**src/rtl/dqa_pkg.sv**
```systemverilog
`timescale 1ns/1ps
package dqa_pkg;
  localparam int          ST_PENDING = 0;
  localparam int          ST_FROMAUX = 5;
  localparam logic [7:0]  ST_BASE    = 8'h1C;
endpackage

```
**src/rtl/dqa_byte_queue.sv**
```systemverilog
`timescale 1ns/1ps
module dqa_byte_queue #(
  parameter int DATA_W = 8,
  parameter int DEPTH  = 128,
  parameter int CNT_W  = $clog2(DEPTH + 1),
  parameter int PTR_W  = (DEPTH > 1) ? $clog2(DEPTH) : 1
) (
  input  logic              clk,
  input  logic              rst,
  input  logic              push,
  input  logic [DATA_W-1:0] din,
  input  logic              pop,
  output logic [DATA_W-1:0] dout,
  output logic [CNT_W-1:0]  count
);
  logic [DATA_W-1:0] mem [DEPTH];
  logic [PTR_W-1:0]  wptr, rptr;
  logic              take;

  assign take = push && (count != CNT_W'(DEPTH));

  function automatic logic [PTR_W-1:0] bump(input logic [PTR_W-1:0] p);
    return (p == PTR_W'(DEPTH - 1)) ? '0 : p + 1'b1;
  endfunction

  // storage without reset so it maps onto block RAM
  always_ff @(posedge clk) begin
    if (take) mem[wptr] <= din;
  end

  always_ff @(posedge clk) begin
    if (rst)      dout <= '0;
    else if (pop) dout <= mem[rptr];
  end

  always_ff @(posedge clk) begin
    if (rst) begin
      wptr  <= '0;
      rptr  <= '0;
      count <= '0;
    end else begin
      if (take) wptr <= bump(wptr);
      if (pop)  rptr <= bump(rptr);
      case ({take, pop})
        2'b10:   count <= count + 1'b1;
        2'b01:   count <= count - 1'b1;
        default: count <= count;
      endcase
    end
  end
endmodule

```
**src/rtl/dqa_read_arb.sv**
```systemverilog
`timescale 1ns/1ps
module dqa_read_arb
  import dqa_pkg::*;
#(
  parameter int DATA_W = 8,
  parameter int CNT_W  = 8
) (
  input  logic              clk,
  input  logic              rst,
  input  logic              rd,
  input  logic [CNT_W-1:0]  pri_cnt,
  input  logic [CNT_W-1:0]  aux_cnt,
  input  logic [DATA_W-1:0] pri_dout,
  input  logic [DATA_W-1:0] aux_dout,
  output logic              pri_pop,
  output logic              aux_pop,
  output logic [DATA_W-1:0] rd_data,
  output logic [7:0]        status,
  output logic              pri_irq,
  output logic              aux_irq
);
  logic pri_has, aux_has, src_aux;

  assign pri_has = (pri_cnt != '0);
  assign aux_has = (aux_cnt != '0);
  assign pri_pop = rd && pri_has;
  assign aux_pop = rd && !pri_has && aux_has;

  // remembers which queue fed the last read; an empty read selects primary
  always_ff @(posedge clk) begin
    if (rst)     src_aux <= 1'b0;
    else if (rd) src_aux <= aux_pop;
  end

  assign rd_data = src_aux ? aux_dout : pri_dout;

  always_comb begin
    status             = ST_BASE;
    status[ST_PENDING] = pri_has || aux_has;
    status[ST_FROMAUX] = !pri_has && aux_has;
  end

  assign pri_irq = pri_has;
  assign aux_irq = !pri_has && aux_has;
endmodule

```
**src/rtl/dual_queue_arbiter.sv**
```systemverilog
`timescale 1ns/1ps
module dual_queue_arbiter #(
  parameter int DATA_W = 8,
  parameter int DEPTH  = 128
) (
  input  logic              clk,
  input  logic              rst,
  input  logic              pri_push,
  input  logic [DATA_W-1:0] pri_data,
  input  logic              aux_push,
  input  logic [DATA_W-1:0] aux_data,
  input  logic              rd,
  output logic [DATA_W-1:0] rd_data,
  output logic [7:0]        status,
  output logic              pri_irq,
  output logic              aux_irq
);
  localparam int CNT_W = $clog2(DEPTH + 1);
  localparam int NQ    = 2; // index 0 primary, 1 auxiliary

  logic [NQ-1:0]             q_push, q_pop;
  logic [NQ-1:0][DATA_W-1:0] q_din, q_dout;
  logic [NQ-1:0][CNT_W-1:0]  q_cnt;

  assign q_push = {aux_push, pri_push};
  assign q_din  = {aux_data, pri_data};

  for (genvar g = 0; g < NQ; g++) begin : g_queue
    dqa_byte_queue #(
      .DATA_W(DATA_W),
      .DEPTH (DEPTH),
      .CNT_W (CNT_W)
    ) u_q (
      .clk  (clk),
      .rst  (rst),
      .push (q_push[g]),
      .din  (q_din[g]),
      .pop  (q_pop[g]),
      .dout (q_dout[g]),
      .count(q_cnt[g])
    );
  end

  dqa_read_arb #(
    .DATA_W(DATA_W),
    .CNT_W (CNT_W)
  ) u_arb (
    .clk     (clk),
    .rst     (rst),
    .rd      (rd),
    .pri_cnt (q_cnt[0]),
    .aux_cnt (q_cnt[1]),
    .pri_dout(q_dout[0]),
    .aux_dout(q_dout[1]),
    .pri_pop (q_pop[0]),
    .aux_pop (q_pop[1]),
    .rd_data (rd_data),
    .status  (status),
    .pri_irq (pri_irq),
    .aux_irq (aux_irq)
  );
endmodule

```
**config.mk**
```make
export PLATFORM = sky130hd
export DESIGN_NAME = dual_queue_arbiter
export DESIGN_NICKNAME = d
export VERILOG_FILES = /design/src/rtl/dqa_pkg.sv /design/src/rtl/dqa_byte_queue.sv /design/src/rtl/dqa_read_arb.sv /design/src/rtl/dual_queue_arbiter.sv
export SDC_FILE = /design/constraint.sdc
export NUM_CORES = 2
export LEC_CHECK = 0
export BUFFER_PORTS_ARGS = -buffer_cell sky130_fd_sc_hd__clkbuf_2
export CORE_MARGIN = 1
export CORE_UTILIZATION = 54
export DETAILED_ROUTE_END_ITERATION = 16
export PLACE_DENSITY_LB_ADDON = 0.12
export SETUP_SLACK_MARGIN = 0.1
export SLEW_MARGIN = 10
export SYNTH_ARGS = -nofsm -noshare
export SYNTH_HDL_FRONTEND = slang
export SYNTH_SLANG_ARGS = --single-unit
export TNS_END_PERCENT = 1
```
**constraint.sdc**
```tcl
create_clock -name clk -period 5.48 [get_ports clk]
set_input_delay 0.548 -clock clk [delete_from_list [all_inputs] [get_ports clk]]
set_output_delay 0.548 -clock clk [all_outputs]
set_load 0.005 [all_outputs]
```
; Yosys cells after proc, flatten, opt, wreduce, memory -nomap -nowiden
; Memory sizes are Yosys's and may differ from the RTL's. A register that Yosys moved wholly into a read port is not among the register bits.
; Index checks and enable logic that the tools add are counted.
[word_totals]
ram_bits = 2048
ff_bits = 45
inputBits = 21
n_memories = 2
output_inout_bits = 18
[op_classes]
n_reduce_logical = 12
n_mux = 11
add_sub_neg = 8
n_eq_ne = 10
[mem_list]
columns = memory, depth, word_bits, rd, rd_clocked_by_memory_dff, write_ports, line_no
row1 = g_queue[0].u_q.mem, 128, 8, 1, 1, 1, dqa_byte_queue.sv:16  ; logic [DATA_W-1:0] mem [DEPTH];
row2 = g_queue[1].u_q.mem, 128, 8, 1, 1, 1, dqa_byte_queue.sv:16
[ops]
columns = op, n
row1 = $pmux W8 S2, 2
row2 = $add A7 B1 Y7 const B, 4
row3 = $eq A7 B7 Y1 const B, 4
row4 = $mux W7, 4
row5 = $add A8 B1 Y8 const B, 2
row6 = $ne A8 B8 Y1 const B, 2
row7 = $reduce_bool A8 Y1, 2
row8 = $sub A8 B1 Y8 const B, 2
row9 = $mux W8, 1
row10 = $logic_and A1 B1 Y1, 6
row11 = $eq A2 B1 Y1 const B, 2
row12 = $eq A2 B2 Y1 const B, 2
row13 = $mux W1, 4
row14 = $reduce_bool A2 Y1, 2
row15 = $logic_not A1 Y1, 1
row16 = $logic_or A1 B1 Y1, 1

; Depth between registers and ports, before layout
[logic_depth]
word_depth = 6
mapped_depth = 17

; By module
; Synthesis repeated with hierarchy kept, for this count alone.
[hier_totals]
hier_cells = 4062
area_unflattened_um2 = 83247.3
[modules_own_cells]
columns = module, area_per_inst_um2, n_inst, cells_per_inst, seq_area_each_um2
row1 = dqa_byte_queue, 41488.5, 2, 2015, 31350.1
row2 = dqa_read_arb, 270.3, 1, 32, 20.0

; Worst setup path after synthesis
; Ideal clock, no wire load.
[synth_path]
path_type = reg-to-reg
startpoint = reg g_queue[1].u_q.count[3]
endpoint = reg g_queue[1].u_q.count[7]
slack_ns = 1.615
arrival_ns = 3.744
path_stages_with_launch = 16
synth_period_minus_slack_ns = 3.865
n_path_buf = 1
path_cell_list = dfxtp_1 or4_1 nor3_1 nor2_1 nand2_1 clkinv_1 clkbuf_1 ha_1 ha_1 a21o_1 a21oi_1 o21ai_0 a2111oi_0 or3_1 mux2i_1 mux2_2
[synth_between]
elab_chain_cells = 4
word_cells_on_any_way = 10
cone_classes = add/sub (2) / eq/ne (3) / mux (1) / reduce/logical (4)
[synth_lines]
columns = element, line_no
row1 = from (decl), dqa_byte_queue.sv:14  ; output logic [CNT_W-1:0] count
row2 = from (signal assigned), dqa_byte_queue.sv:45  ; 2'b10: count <= count + 1'b1;
row3 = from (signal assigned), dqa_byte_queue.sv:46  ; 2'b01: count <= count - 1'b1;
row4 = from (signal assigned), dqa_byte_queue.sv:47  ; default: count <= count;
row5 = $reduce_bool A8 Y1 *, dqa_read_arb.sv:25  ; assign aux_has = (aux_cnt != '0);
row6 = $logic_and A1 B1 Y1 *, dqa_read_arb.sv:27  ; assign aux_pop = rd && !pri_has && aux_has;
row7 = via g_queue[1].u_q.pop, dqa_byte_queue.sv:12  ; input logic pop,
row8 = $eq A2 B1 Y1 or $eq A2 B2 Y1 (tied branches), dqa_byte_queue.sv:44  ; case ({take, pop})
row9 = $pmux W8 S2 or $reduce_bool A2 Y1 (tied branches), --
; The timed path passes the listed nets; every way through them passes the cells marked *.
; A chain may end at the register's enable or synchronous reset.

; Worst setup path after layout
[layout_path]
startpoint = reg g_queue[0].u_q.count[1]
endpoint = reg g_queue[0].u_q.count[6]
[layout_between]
elab_chain_cells = 4
word_cells_on_any_way = 10
cone_classes = add/sub (2) / eq/ne (3) / mux (1) / reduce/logical (4)
[layout_lines]
columns = element, line_no
row1 = from (decl), dqa_byte_queue.sv:14
row2 = from (signal assigned), dqa_byte_queue.sv:45
row3 = from (signal assigned), dqa_byte_queue.sv:46
row4 = from (signal assigned), dqa_byte_queue.sv:47
row5 = branches (longest 4 deep; another with $sub A8 B1 Y8), --
; Parallel ways; which one is timed is not known.

==> results.txt <==
initial DRC count: 4759
Post-CTS Resized: 0
Routed WL: 196100 µm
count of input and output buffers: 32
Clock Tree Buf Depth: 3
slew margin rel.: 18.64%
layout cells sized above 1: 20.64%
peak supply drop: 0.0003462 V
GPL Wtd Cong: 0.8766
combinational power share: 15.2%
routed vias: 40960
Layout Nets: 4268
max-cap violations: 0
Synth warnings: 0
Worst-Margin Slew: 1220 ps
Setup crit start kind: register
post-CTS setup repair buffer count: 0
Fmax: 0.2379 GHz
post-synth top area share: 74.67%
Flop pwr share: 48.3%
Pleak: 27.62 nW
pin count of the biggest net entering global routing: 105
hold path depth: 3
Tot GR Track Use: 25.88%
r2r worst-path depth: 14
CP Capture Type: register
Detailed Place HPWL: 119900 µm
FF-to-FF Start: g_queue[0].u_q.count[1]
most area-hungry cell type in the Yosys netlist: edfxtp_1
via/cell ratio: 6.379
status: finished clean
sequential element share of the synthesized area: 76.15%
number of flops mapped to enable cells by yosys: 2048
power per cell area: 411.7 mW/mm²
initial antenna violation count: 1
Post-synth top flop: edfxtp_1
Hold Fails Final Rpt: 0
RSZ-0062 raised after global routing: false
switching share of power: 24.79%
die width: 392.6 µm
Finish-stage setup viols: 0
Slew Limit Fails: 0
setup_tns: 0 ps
CTS tree: done
Sink Count: 2109
design area: 0.09120 mm²
Hold WC Path Type: in2reg
Area contributors post-synth: edfxtp_1, mux4_2, mux2i_1, nor2_1, dfxtp_1
HP Start: rd
Rows: 142
Yosys reg bits: 2109
Root Buffer: clkbuf_16
post-route ant nets: 0
TritonCTS buffer count: 206
Clk Latency, worst-skew pair: 830 ps
power share of the clock group: 36.4%
commonest cells in the netlist: edfxtp_1, mux4_2, nor2_1
I/O pin count: 39
post-synthesis cell type count: 66
post-cts hold buffer count: 0
routed len/inst: 30.55 µm
core footprint: 0.1507 mm²
first-pass GRT wire length: 285100 µm
GRT overflow: 0
Final min period: 4204 ps
total power draw: 37.55 mW
DRC: 0
Worst Setup Path Type: reg2reg
H-tree depth: 4
First-pass DRT Iterations: 7
internal power: 28.24 mW
cell count after synthesis: 4142
height of the die: 392.6 µm
Critical Path AT: 4890 ps
area of the mapped netlist: 0.08237 mm²
clock skew: 29.36 ps
Switching Power: 9.308 mW
clk slew on worst S/H paths: 60 ps
critical path peak fanout: 12
Final period util: 76.72%
Die ar.: 0.1541 mm²
area grow syn2layout: 10.73%
# diodes: 0
Initial Util: 54.67%
worst path required time: 6170 ps
DP Area: 0.08471 mm²
syn avg cell area: 19.89 µm²
Setup crit start: g_queue[0].u_q.count[1]
ys async rst share: 0%
count leader, synth: edfxtp_1
number of global-route vias before repair: 40530
==> state kept, by name, summed over array words and instances (netlist names) <==
register,cells
g_queue.u_q.wptr,14
g_queue.u_q.rptr,14
g_queue.u_q.count,16
u_arb.src_aux,1
g_queue.u_q.mem,2048
g_queue.u_q.dout,16
==> layer usage <==
layer | part of all wire [%] | wire length (µm) | vias to the layer above | global-route usage, %
met2 | 45 | 89170 | 1720 | 37.76
met1 | 43 | 84540 | 21720 | 39.64
met3 | 9.6 | 18750 | 254 | 6.439
li1 | - | - | 17260 | -
met4 | 1.9 | 3683 | 0 | 5.893
met5 | 0 | 0 | - | 0
==> cell type report <==
| cell class | instances | area (µm²) |
|---|---|---|
| flip-flops and latches | 2109 | 62740 |
| repair buffers | 117 | 950.9 |
| well taps | 2016 | 2522 |
| fillers | 10790 | 59460 |
| inverters | 24 | 90.09 |
| clock inverters | 128 | 1033 |
| multi-input cells | 1773 | 18410 |
| clock buffers | 253 | 5459 |
==> cell usage in the layout, fill, tap and decap left out, drive strengths merged, types with 16 or more instances in the layout <==
cell type	n
nor3	59
o221ai	20
dfxtp	61
nor2b	26
a22oi	49
nand2	138
mux2	25
inv	26
clkbuf	269
o21ai	45
a211oi	20
mux2i	158
buf	101
edfxtp	2048
clkinv	103
mux4	458
a21oi	75
nor2	349
nand3	35
bufinv	16
a221oi	32
o22ai	80
==> critical path, cell delays in order, from the launching register on <==
cell and delay, ps:
dfxtp_1 370, nor3_1 320, nand4_1 240, nand2_1 360, inv_1 320, ha_1 450
xor2_1 200, ha_1 200, a21oi_1 220, o21ai_0 130, a221oi_1 470, o21ai_0 190
a221oi_1 330, xor2_1 190, o31ai_1 70
==> logic make-up (layout without fill, tap and decap cells) <==
logic type                 Yosys count  count (layout)  share of synthesized area [%]
adders and majority gates           16              16                         0.2522
other                                2               6                       0.009118
AOI/OAI and AO/OA                  412             412                          3.459
xor gates and xnor gates            27              27                         0.2871
buffers and inverters              264             522                          1.556
DFF                               2109            2109                          76.15
and+or+nand+nor                    671             671                          3.504
muxes                              641             641                          14.79
==> power groups by stage <==
stage / Clock, mW / Sequential, mW / Combinational, mW
finish: 13.7 / 18.1 / 5.72
global route: 14.4 / 18.2 / 6.09
CTS: 13.8 / 18.1 / 5.77
detailed placement: 0 / 18.5 / 5.75
global placement: 0 / 18.5 / 5.75
floorplan: 0 / 18.2 / 4.20
==> through the flow <==
step | cells | hold WS [ps] | util (%) | setup slack, ps
after CTS | 6420 | 5.284 | 60.53 | 1311
after detailed placement | 6039 | 474.3 | 56.22 | 1348
after floorplan | 4146 | 421.1 | - | 1615
final | 6420 | 71.90 | 60.53 | 1276
after global routing | 6420 | 59.66 | 60.53 | 884.8
after global placement | 6039 | 470.1 | 56.22 | 1398
==> worst paths after layout <==
path              slack, ps                 endpoint
hold reg to reg         480  g_queue[1].u_q.count[5]
setup / recovery       1280  g_queue[0].u_q.count[6]
setup reg to reg       1280  g_queue[0].u_q.count[6]
hold / removal           70            u_arb.src_aux
No activity file was read; power rests on OpenSTA's default activity.
